<file path="src/rtl/isa_win_pkg.sv">
package isa_win_pkg;

    typedef enum logic [1:0] {
        SZ_BYTE = 2'd0,
        SZ_HALF = 2'd1,
        SZ_WORD = 2'd2,
        SZ_RSVD = 2'd3
    } xfer_size_e;

    localparam int DATA_W = 32;
    localparam int PORT_W = 16;

    typedef struct packed {
        logic               we;
        xfer_size_e         size;
        logic [PORT_W-1:0]  port;
        logic [DATA_W-1:0]  data;
    } io_req_t;

    // Big-endian lane ordering; byte and narrower results are zero-extended.
    function automatic logic [DATA_W-1:0] order_lanes(
        input logic [DATA_W-1:0] d,
        input xfer_size_e        sz,
        input logic              swap
    );
        logic [DATA_W-1:0] r;
        case (sz)
            SZ_BYTE: r = {24'h0, d[7:0]};
            SZ_HALF: r = swap ? {16'h0, d[7:0], d[15:8]} : {16'h0, d[15:0]};
            default: r = swap ? {d[7:0], d[15:8], d[23:16], d[31:24]} : d;
        endcase
        return r;
    endfunction

endpackage

</file>
<file path="src/rtl/isa_win_map_reg.sv">
module isa_win_map_reg (
    input  logic       clk,
    input  logic       rst,
    input  logic       wr_en,
    input  logic [7:0] wr_byte,
    output logic       mode,
    output logic [7:0] rd_byte
);
    always_ff @(posedge clk) begin
        if (rst)        mode <= 1'b0;
        else if (wr_en) mode <= wr_byte[0];
    end

    assign rd_byte = {7'h0, mode};

    assert_map_store_R5: assert property (@(posedge clk) disable iff (rst)
        wr_en |=> (rd_byte == {7'h0, $past(wr_byte[0])}));
endmodule

</file>
<file path="src/rtl/isa_win_xlate.sv">
module isa_win_xlate #(
    parameter int          ADDR_W     = 32,
    parameter logic [31:0] WIN_BASE   = 32'h8000_0000,
    parameter int          WIN_LOG2   = 23,
    parameter int          PAGE_SHIFT = 12,
    parameter int          LOW_BITS   = 5,
    parameter int          PORT_W     = 16
) (
    input  logic [ADDR_W-1:0] addr,
    input  logic              packed_mode,
    output logic              hit,
    output logic [PORT_W-1:0] port
);
    localparam int PAGE_W = WIN_LOG2 - PAGE_SHIFT;
    localparam int TAG_W  = ADDR_W - WIN_LOG2;

    logic [PORT_W-1:0] flat_port;
    logic [PORT_W-1:0] pack_port;

    assign hit       = (addr[ADDR_W-1:WIN_LOG2] == WIN_BASE[ADDR_W-1 -: TAG_W]);
    assign flat_port = addr[PORT_W-1:0];

    generate
        if (PAGE_W + LOW_BITS == PORT_W) begin : g_exact
            assign pack_port = {addr[WIN_LOG2-1:PAGE_SHIFT], addr[LOW_BITS-1:0]};
        end else begin : g_pad
            logic [PAGE_W+LOW_BITS-1:0] raw;
            assign raw       = {addr[WIN_LOG2-1:PAGE_SHIFT], addr[LOW_BITS-1:0]};
            assign pack_port = PORT_W'(raw);
        end
    endgenerate

    assign port = packed_mode ? pack_port : flat_port;
endmodule

</file>
<file path="src/rtl/isa_win_lanes.sv">
module isa_win_lanes
    import isa_win_pkg::*;
#(
    parameter bit BIG_ENDIAN = 1'b1
) (
    input  logic [DATA_W-1:0] din,
    input  xfer_size_e        size,
    output logic [DATA_W-1:0] dout
);
    generate
        if (BIG_ENDIAN) begin : g_swap
            assign dout = order_lanes(din, size, 1'b1);
        end else begin : g_pass
            assign dout = order_lanes(din, size, 1'b0);
        end
    endgenerate
endmodule

</file>
<file path="src/rtl/isa_io_window.sv">
module isa_io_window
    import isa_win_pkg::*;
#(
    parameter logic [31:0] WIN_BASE   = 32'h8000_0000,
    parameter int          WIN_LOG2   = 23,
    parameter bit          BIG_ENDIAN = 1'b1
) (
    input  logic        clk,
    input  logic        rst,
    input  logic        cpu_req,
    input  logic        cpu_we,
    input  logic [31:0] cpu_addr,
    input  logic [1:0]  cpu_size,
    input  logic [31:0] cpu_wdata,
    output logic [31:0] cpu_rdata,
    output logic        cpu_ready,
    input  logic        map_wr,
    input  logic [7:0]  map_wdata,
    output logic [7:0]  map_rdata,
    output logic        io_sel,
    output logic        io_we,
    output logic [1:0]  io_size,
    output logic [15:0] io_port,
    output logic [31:0] io_wdata,
    input  logic [31:0] io_rdata
);
    localparam int TAG_W = 32 - WIN_LOG2;

    logic              mode;
    logic              hit;
    logic [PORT_W-1:0] port_c;
    logic [DATA_W-1:0] wdata_c;
    logic [DATA_W-1:0] rdata_c;
    io_req_t           req_q;
    logic              sel_q;
    logic              rdy_q;
    logic [DATA_W-1:0] rdata_q;

    isa_win_map_reg u_map (
        .clk(clk), .rst(rst), .wr_en(map_wr), .wr_byte(map_wdata),
        .mode(mode), .rd_byte(map_rdata)
    );

    isa_win_xlate #(.WIN_BASE(WIN_BASE), .WIN_LOG2(WIN_LOG2), .PORT_W(PORT_W)) u_xlate (
        .addr(cpu_addr), .packed_mode(mode), .hit(hit), .port(port_c)
    );

    isa_win_lanes #(.BIG_ENDIAN(BIG_ENDIAN)) u_wlanes (
        .din(cpu_wdata), .size(xfer_size_e'(cpu_size)), .dout(wdata_c)
    );

    isa_win_lanes #(.BIG_ENDIAN(BIG_ENDIAN)) u_rlanes (
        .din(io_rdata), .size(req_q.size), .dout(rdata_c)
    );

    always_ff @(posedge clk) begin
        if (rst) begin
            sel_q <= 1'b0;
            req_q <= '0;
        end else begin
            sel_q <= cpu_req && hit;
            if (cpu_req && hit) begin
                req_q.we   <= cpu_we;
                req_q.size <= xfer_size_e'(cpu_size);
                req_q.port <= port_c;
                req_q.data <= cpu_we ? wdata_c : '0;
            end
        end
    end

    always_ff @(posedge clk) begin
        if (rst) begin
            rdy_q   <= 1'b0;
            rdata_q <= '0;
        end else begin
            rdy_q <= sel_q;
            if (sel_q) rdata_q <= req_q.we ? '0 : rdata_c;
        end
    end

    assign io_sel    = sel_q;
    assign io_we     = req_q.we;
    assign io_size   = req_q.size;
    assign io_port   = req_q.port;
    assign io_wdata  = req_q.data;
    assign cpu_ready = rdy_q;
    assign cpu_rdata = rdata_q;

    assert_hit_issue_R1: assert property (@(posedge clk) disable iff (rst)
        (cpu_req && cpu_addr[31:WIN_LOG2] == WIN_BASE[31 -: TAG_W]) |=> io_sel);

    assert_miss_quiet_R2: assert property (@(posedge clk) disable iff (rst)
        (cpu_addr[31:WIN_LOG2] != WIN_BASE[31 -: TAG_W]) |=> !io_sel);

    assert_sel_single_R1: assert property (@(posedge clk) disable iff (rst)
        !cpu_req |=> !io_sel);

    assert_flat_port_R3: assert property (@(posedge clk) disable iff (rst)
        (cpu_req && map_rdata[0] == 1'b0) |=> (!io_sel || io_port == $past(cpu_addr[15:0])));

    assert_ready_after_R9: assert property (@(posedge clk) disable iff (rst)
        io_sel |=> cpu_ready);

    assert_ready_only_R9: assert property (@(posedge clk) disable iff (rst)
        !io_sel |=> !cpu_ready);

    generate
        if (BIG_ENDIAN) begin : g_chk_be
            assert_word_rev_R8: assert property (@(posedge clk) disable iff (rst)
                (cpu_req && cpu_we && cpu_size == 2'd2) |=>
                (!io_sel || io_wdata == {$past(cpu_wdata[7:0]), $past(cpu_wdata[15:8]),
                                         $past(cpu_wdata[23:16]), $past(cpu_wdata[31:24])}));
        end
    endgenerate
endmodule

</file>
<file path="config.mk">
export PLATFORM = sky130hd
export DESIGN_NAME = isa_io_window
export DESIGN_NICKNAME = d
export VERILOG_FILES = /design/src/rtl/isa_win_pkg.sv /design/src/rtl/isa_win_map_reg.sv /design/src/rtl/isa_win_xlate.sv /design/src/rtl/isa_win_lanes.sv /design/src/rtl/isa_io_window.sv
export SDC_FILE = /design/constraint.sdc
export NUM_CORES = 1
export LEC_CHECK = 0
export ABC_AREA = 0
export BUFFER_PORTS_ARGS = -buffer_cell sky130_fd_sc_hd__buf_2
export CAP_MARGIN = 15
export CORE_MARGIN = 10
export CORE_UTILIZATION = 46
export DETAILED_ROUTE_END_ITERATION = 12
export PLACE_DENSITY = 0.8
export SLEW_MARGIN = 0
export SYNTH_ARGS = -nofsm -noshare
export SYNTH_HDL_FRONTEND = slang
export SYNTH_SLANG_ARGS = --single-unit
export TNS_END_PERCENT = 5
</file>
<file path="constraint.sdc">
create_clock -name clk -period 1.5 [get_ports clk]
set_input_delay 0.3 -clock clk [delete_from_list [all_inputs] [get_ports clk]]
set_output_delay 0.3 -clock clk [all_outputs]
set_load 0.01 [all_outputs]
</file>
==> metrics.cfg <==
[die]
ioPinCount = 204
core_area_sq_um = 8760
die_h_microns = 115
start_util_pct = 47.6
rows = 34
die_w_microns = 115
dieArea_sq_um = 13300

[clock_tree]
cts_tree = done
cts_root_buf = clkbuf_8
cts.sinks = 86
cts_buffers = 9
htreeDepth = 3
cts_setup_buffers = 0
worstSkewPairLatency_ns = 0.35
clkTransAtPathRegs_ns = 0.10
cts_buffer_depth = 2

[finish]
syn_to_final_growth_pct = 31.0
layout_common_cells = 188 x buf_2, 84 x dfxtp_1, 59 x mux2i_1
fillers = 760
n_antenna_cell = 0
final-seq-area_sq_um = 1720
nNetsFinal = 733
stdcell_count = 735
layout-drive-gt1-share_pct = 40.7
multi_input_area_sq_um = 2190
mostFrequentLayoutCell = buf_2

[critical_path]
arrival_ns = 1.13
r2r_setup_slack_ns = 0.22
cp_cell_sequence = buf_4, buf_2
required_ns = 1.20
cp_num_buf_inv = 2
crit_slowest_cell = dfxtp_1
critPathKind = flip-flop to primary output
worstSetupStartpointType = flip-flop
cp_max_fo = 6
critPathMaxStageDelay_ns = 0.44
path_delay_family = flip-flops
critPathCaptureType = primary output

[grt]
grt_max_degree = 67
track_usage_pct = 18.0
overflow = 0
grt_pass1_wl_microns = 19700
grt_pass1_vias = 3908
antenna_found_initial = 0

[timing]
rsz0062_at_grt = false
finalSetupViolCount = 0
skew_ns = 0.0122
finalCritPeriodShare_pct = 95.2
report.final.slew_viol_count = 0
min_period_ns = 1.43
finalWorstSetupSlack_ns = 0.0727
fmax_mhz = 701
hold_viol_final = 0
holdWs_ns = 0.182

[place]
port_buffers = 189
gp_congestion = 0.830
dpl.hpwl_microns = 10200
dp_cells = 719
place_ws_ns = -0.0853

[synth]
netlist_top_cells_area = dfxtp_1 41%, mux2i_1 14%, nand2b_1 8.1%
ys_types = 29
yosys.area.top_type_share_pct = 41.3
seq_area_frac_synth_pct = 41.3
synth_top_cell_by_area = dfxtp_1
syn-cell-area_sq_um = 4170
yosysWarnings = 0
netlist_instances = 436
ys_ff_latch = 86
syn_avg_cell_area_sq_um = 9.57

[hold_path]
hp-class = input port to flip-flop

[route]
wl_microns = 12800
ant_nets = 0
viasPerCell = 5.21
dr_total_vias = 3828
drt-pass1-iter-count = 7
wl_per_cell_microns = 17.4
drt_iter0_drc = 169
drc_errors = 0

[power]
power_frac_comb_pct = 10.3
clockPowerShare_pct = 34.9
power_density_nw_per_um2 = 764
intPower_uw = 3110
power.switching_uw = 1070
p_leak_uw = 0.00269
power_frac_seq_pct = 54.7
vdd.ir_drop.worst_mv = 0.435
swShare_pct = 25.6

[status]
status = completed

[flow_run]
drv_cap = 0

-- final timing paths --
check             cells after the start                    start                          to
setup / recovery                      2  u_map.mode$_SDFFE_PP0P_                map_rdata[0]
hold / removal                        3             io_rdata[10]  cpu_rdata[18]$_SDFFE_PP0P_
setup reg to reg                      3        io_sel$_SDFF_PP0_   cpu_rdata[6]$_SDFFE_PP0P_
hold reg to reg                       2  io_port[1]$_SDFFE_PP0P_     io_port[1]$_SDFFE_PP0P_
-- worst register-to-register path: cells and delay by family (launching register included) --
kind / cells / cell delay (ns)
AND/OR/NAND/NOR: 1 / 0.56
flip-flops: 1 / 0.34
AO/OA/AOI/OAI: 1 / 0.15
buffers and inverters: 1 / 0.14
-- synthesized netlist by cell type --
library cell / count
dfxtp_1: 86
mux2i_1: 59
nand2b_1: 54
nor2b_1: 27
nor2_1: 26
clkbuf_1: 20
a21oi_1: 16
mux2_2: 16
nand2_1: 16
buf_2: 13
a211oi_1: 11
a41oi_1: 11
and3b_1: 10
buf_4: 10
a221oi_1: 8
and2_1: 8
inv_1: 8
o211ai_1: 8
o21ai_0: 8
o32ai_1: 8
buf_6: 3
buf_1: 2
nor4_4: 2
and4_1: 1
conb_1: 1
mux2_1: 1
nand4_1: 1
nor4bb_1: 1
or3b_2: 1
-- layout make-up --
| cell class | count | share of cell area (%) |
|---|---|---|
| clock buffers | 9 | 2.27 |
| multi-input cells | 300 | 40.0 |
| inverters | 8 | 0.550 |
| well taps | 108 | 2.47 |
| flip-flops and latches | 86 | 31.6 |
| clock inverters | 7 | 0.870 |
| repair buffers | 217 | 22.3 |
-- registers in the layout (all words and copies together), names as in the netlist --
signal and cells:
io_we 1, io_size 2, io_wdata 32, cpu_rdata 32, u_map.mode 1, io_sel 1, io_port 16, cpu_ready 1
-- layer usage --
metal | vias up | track usage, % | wire length (microns)
met5 | - | 0 | 0
met4 | 0 | 5.61 | 160
met3 | 16 | 6.93 | 1270
met2 | 157 | 29.5 | 6010
met1 | 1783 | 21.3 | 5360
li1 | 1872 | - | -
-- logic make-up after synthesis --
family	Yosys count	share of synthesized area, %
multiplexers	76	18.7
AND/OR/NAND/NOR	147	21.1
buffers and inverters	56	6.87
other	1	0.0899
AO/OA/AOI/OAI	70	12.0
flip-flops	86	41.3
-- power by group through the flow --
| stage | Sequential (uW) | Combinational [uW] | Clock (uW) |
|---|---|---|---|
| 2_1_floorplan | 2340 | 217 | 0 |
| 3_3_place_gp | 2340 | 420 | 0 |
| 3_5_place_dp | 2340 | 428 | 0 |
| 4_1_cts | 2290 | 430 | 1490 |
| 5_1_grt | 2290 | 471 | 1600 |
| 6_report | 2290 | 432 | 1460 |
-- per-stage QoR --
stage	util, %	power, uW	cell area [sq um]	TNS, ns
2_1_floorplan	-	2560	4190	0
3_3_place_gp	60.1	2760	5270	-1.34
3_5_place_dp	60.1	2770	5270	-2.07
4_1_cts	62.3	4210	5460	0
5_1_grt	62.4	4360	5460	0
6_report	62.4	4180	5460	0
-- timing repair --
action,CTS,global route
gates cloned,0,0
pin swaps,0,0
hold buffers,0,0
setup endpoints to repair,2,8
hold endpoints to repair,0,0
resized for setup,5,3
Note: power is estimated with default switching activity, not from simulation.
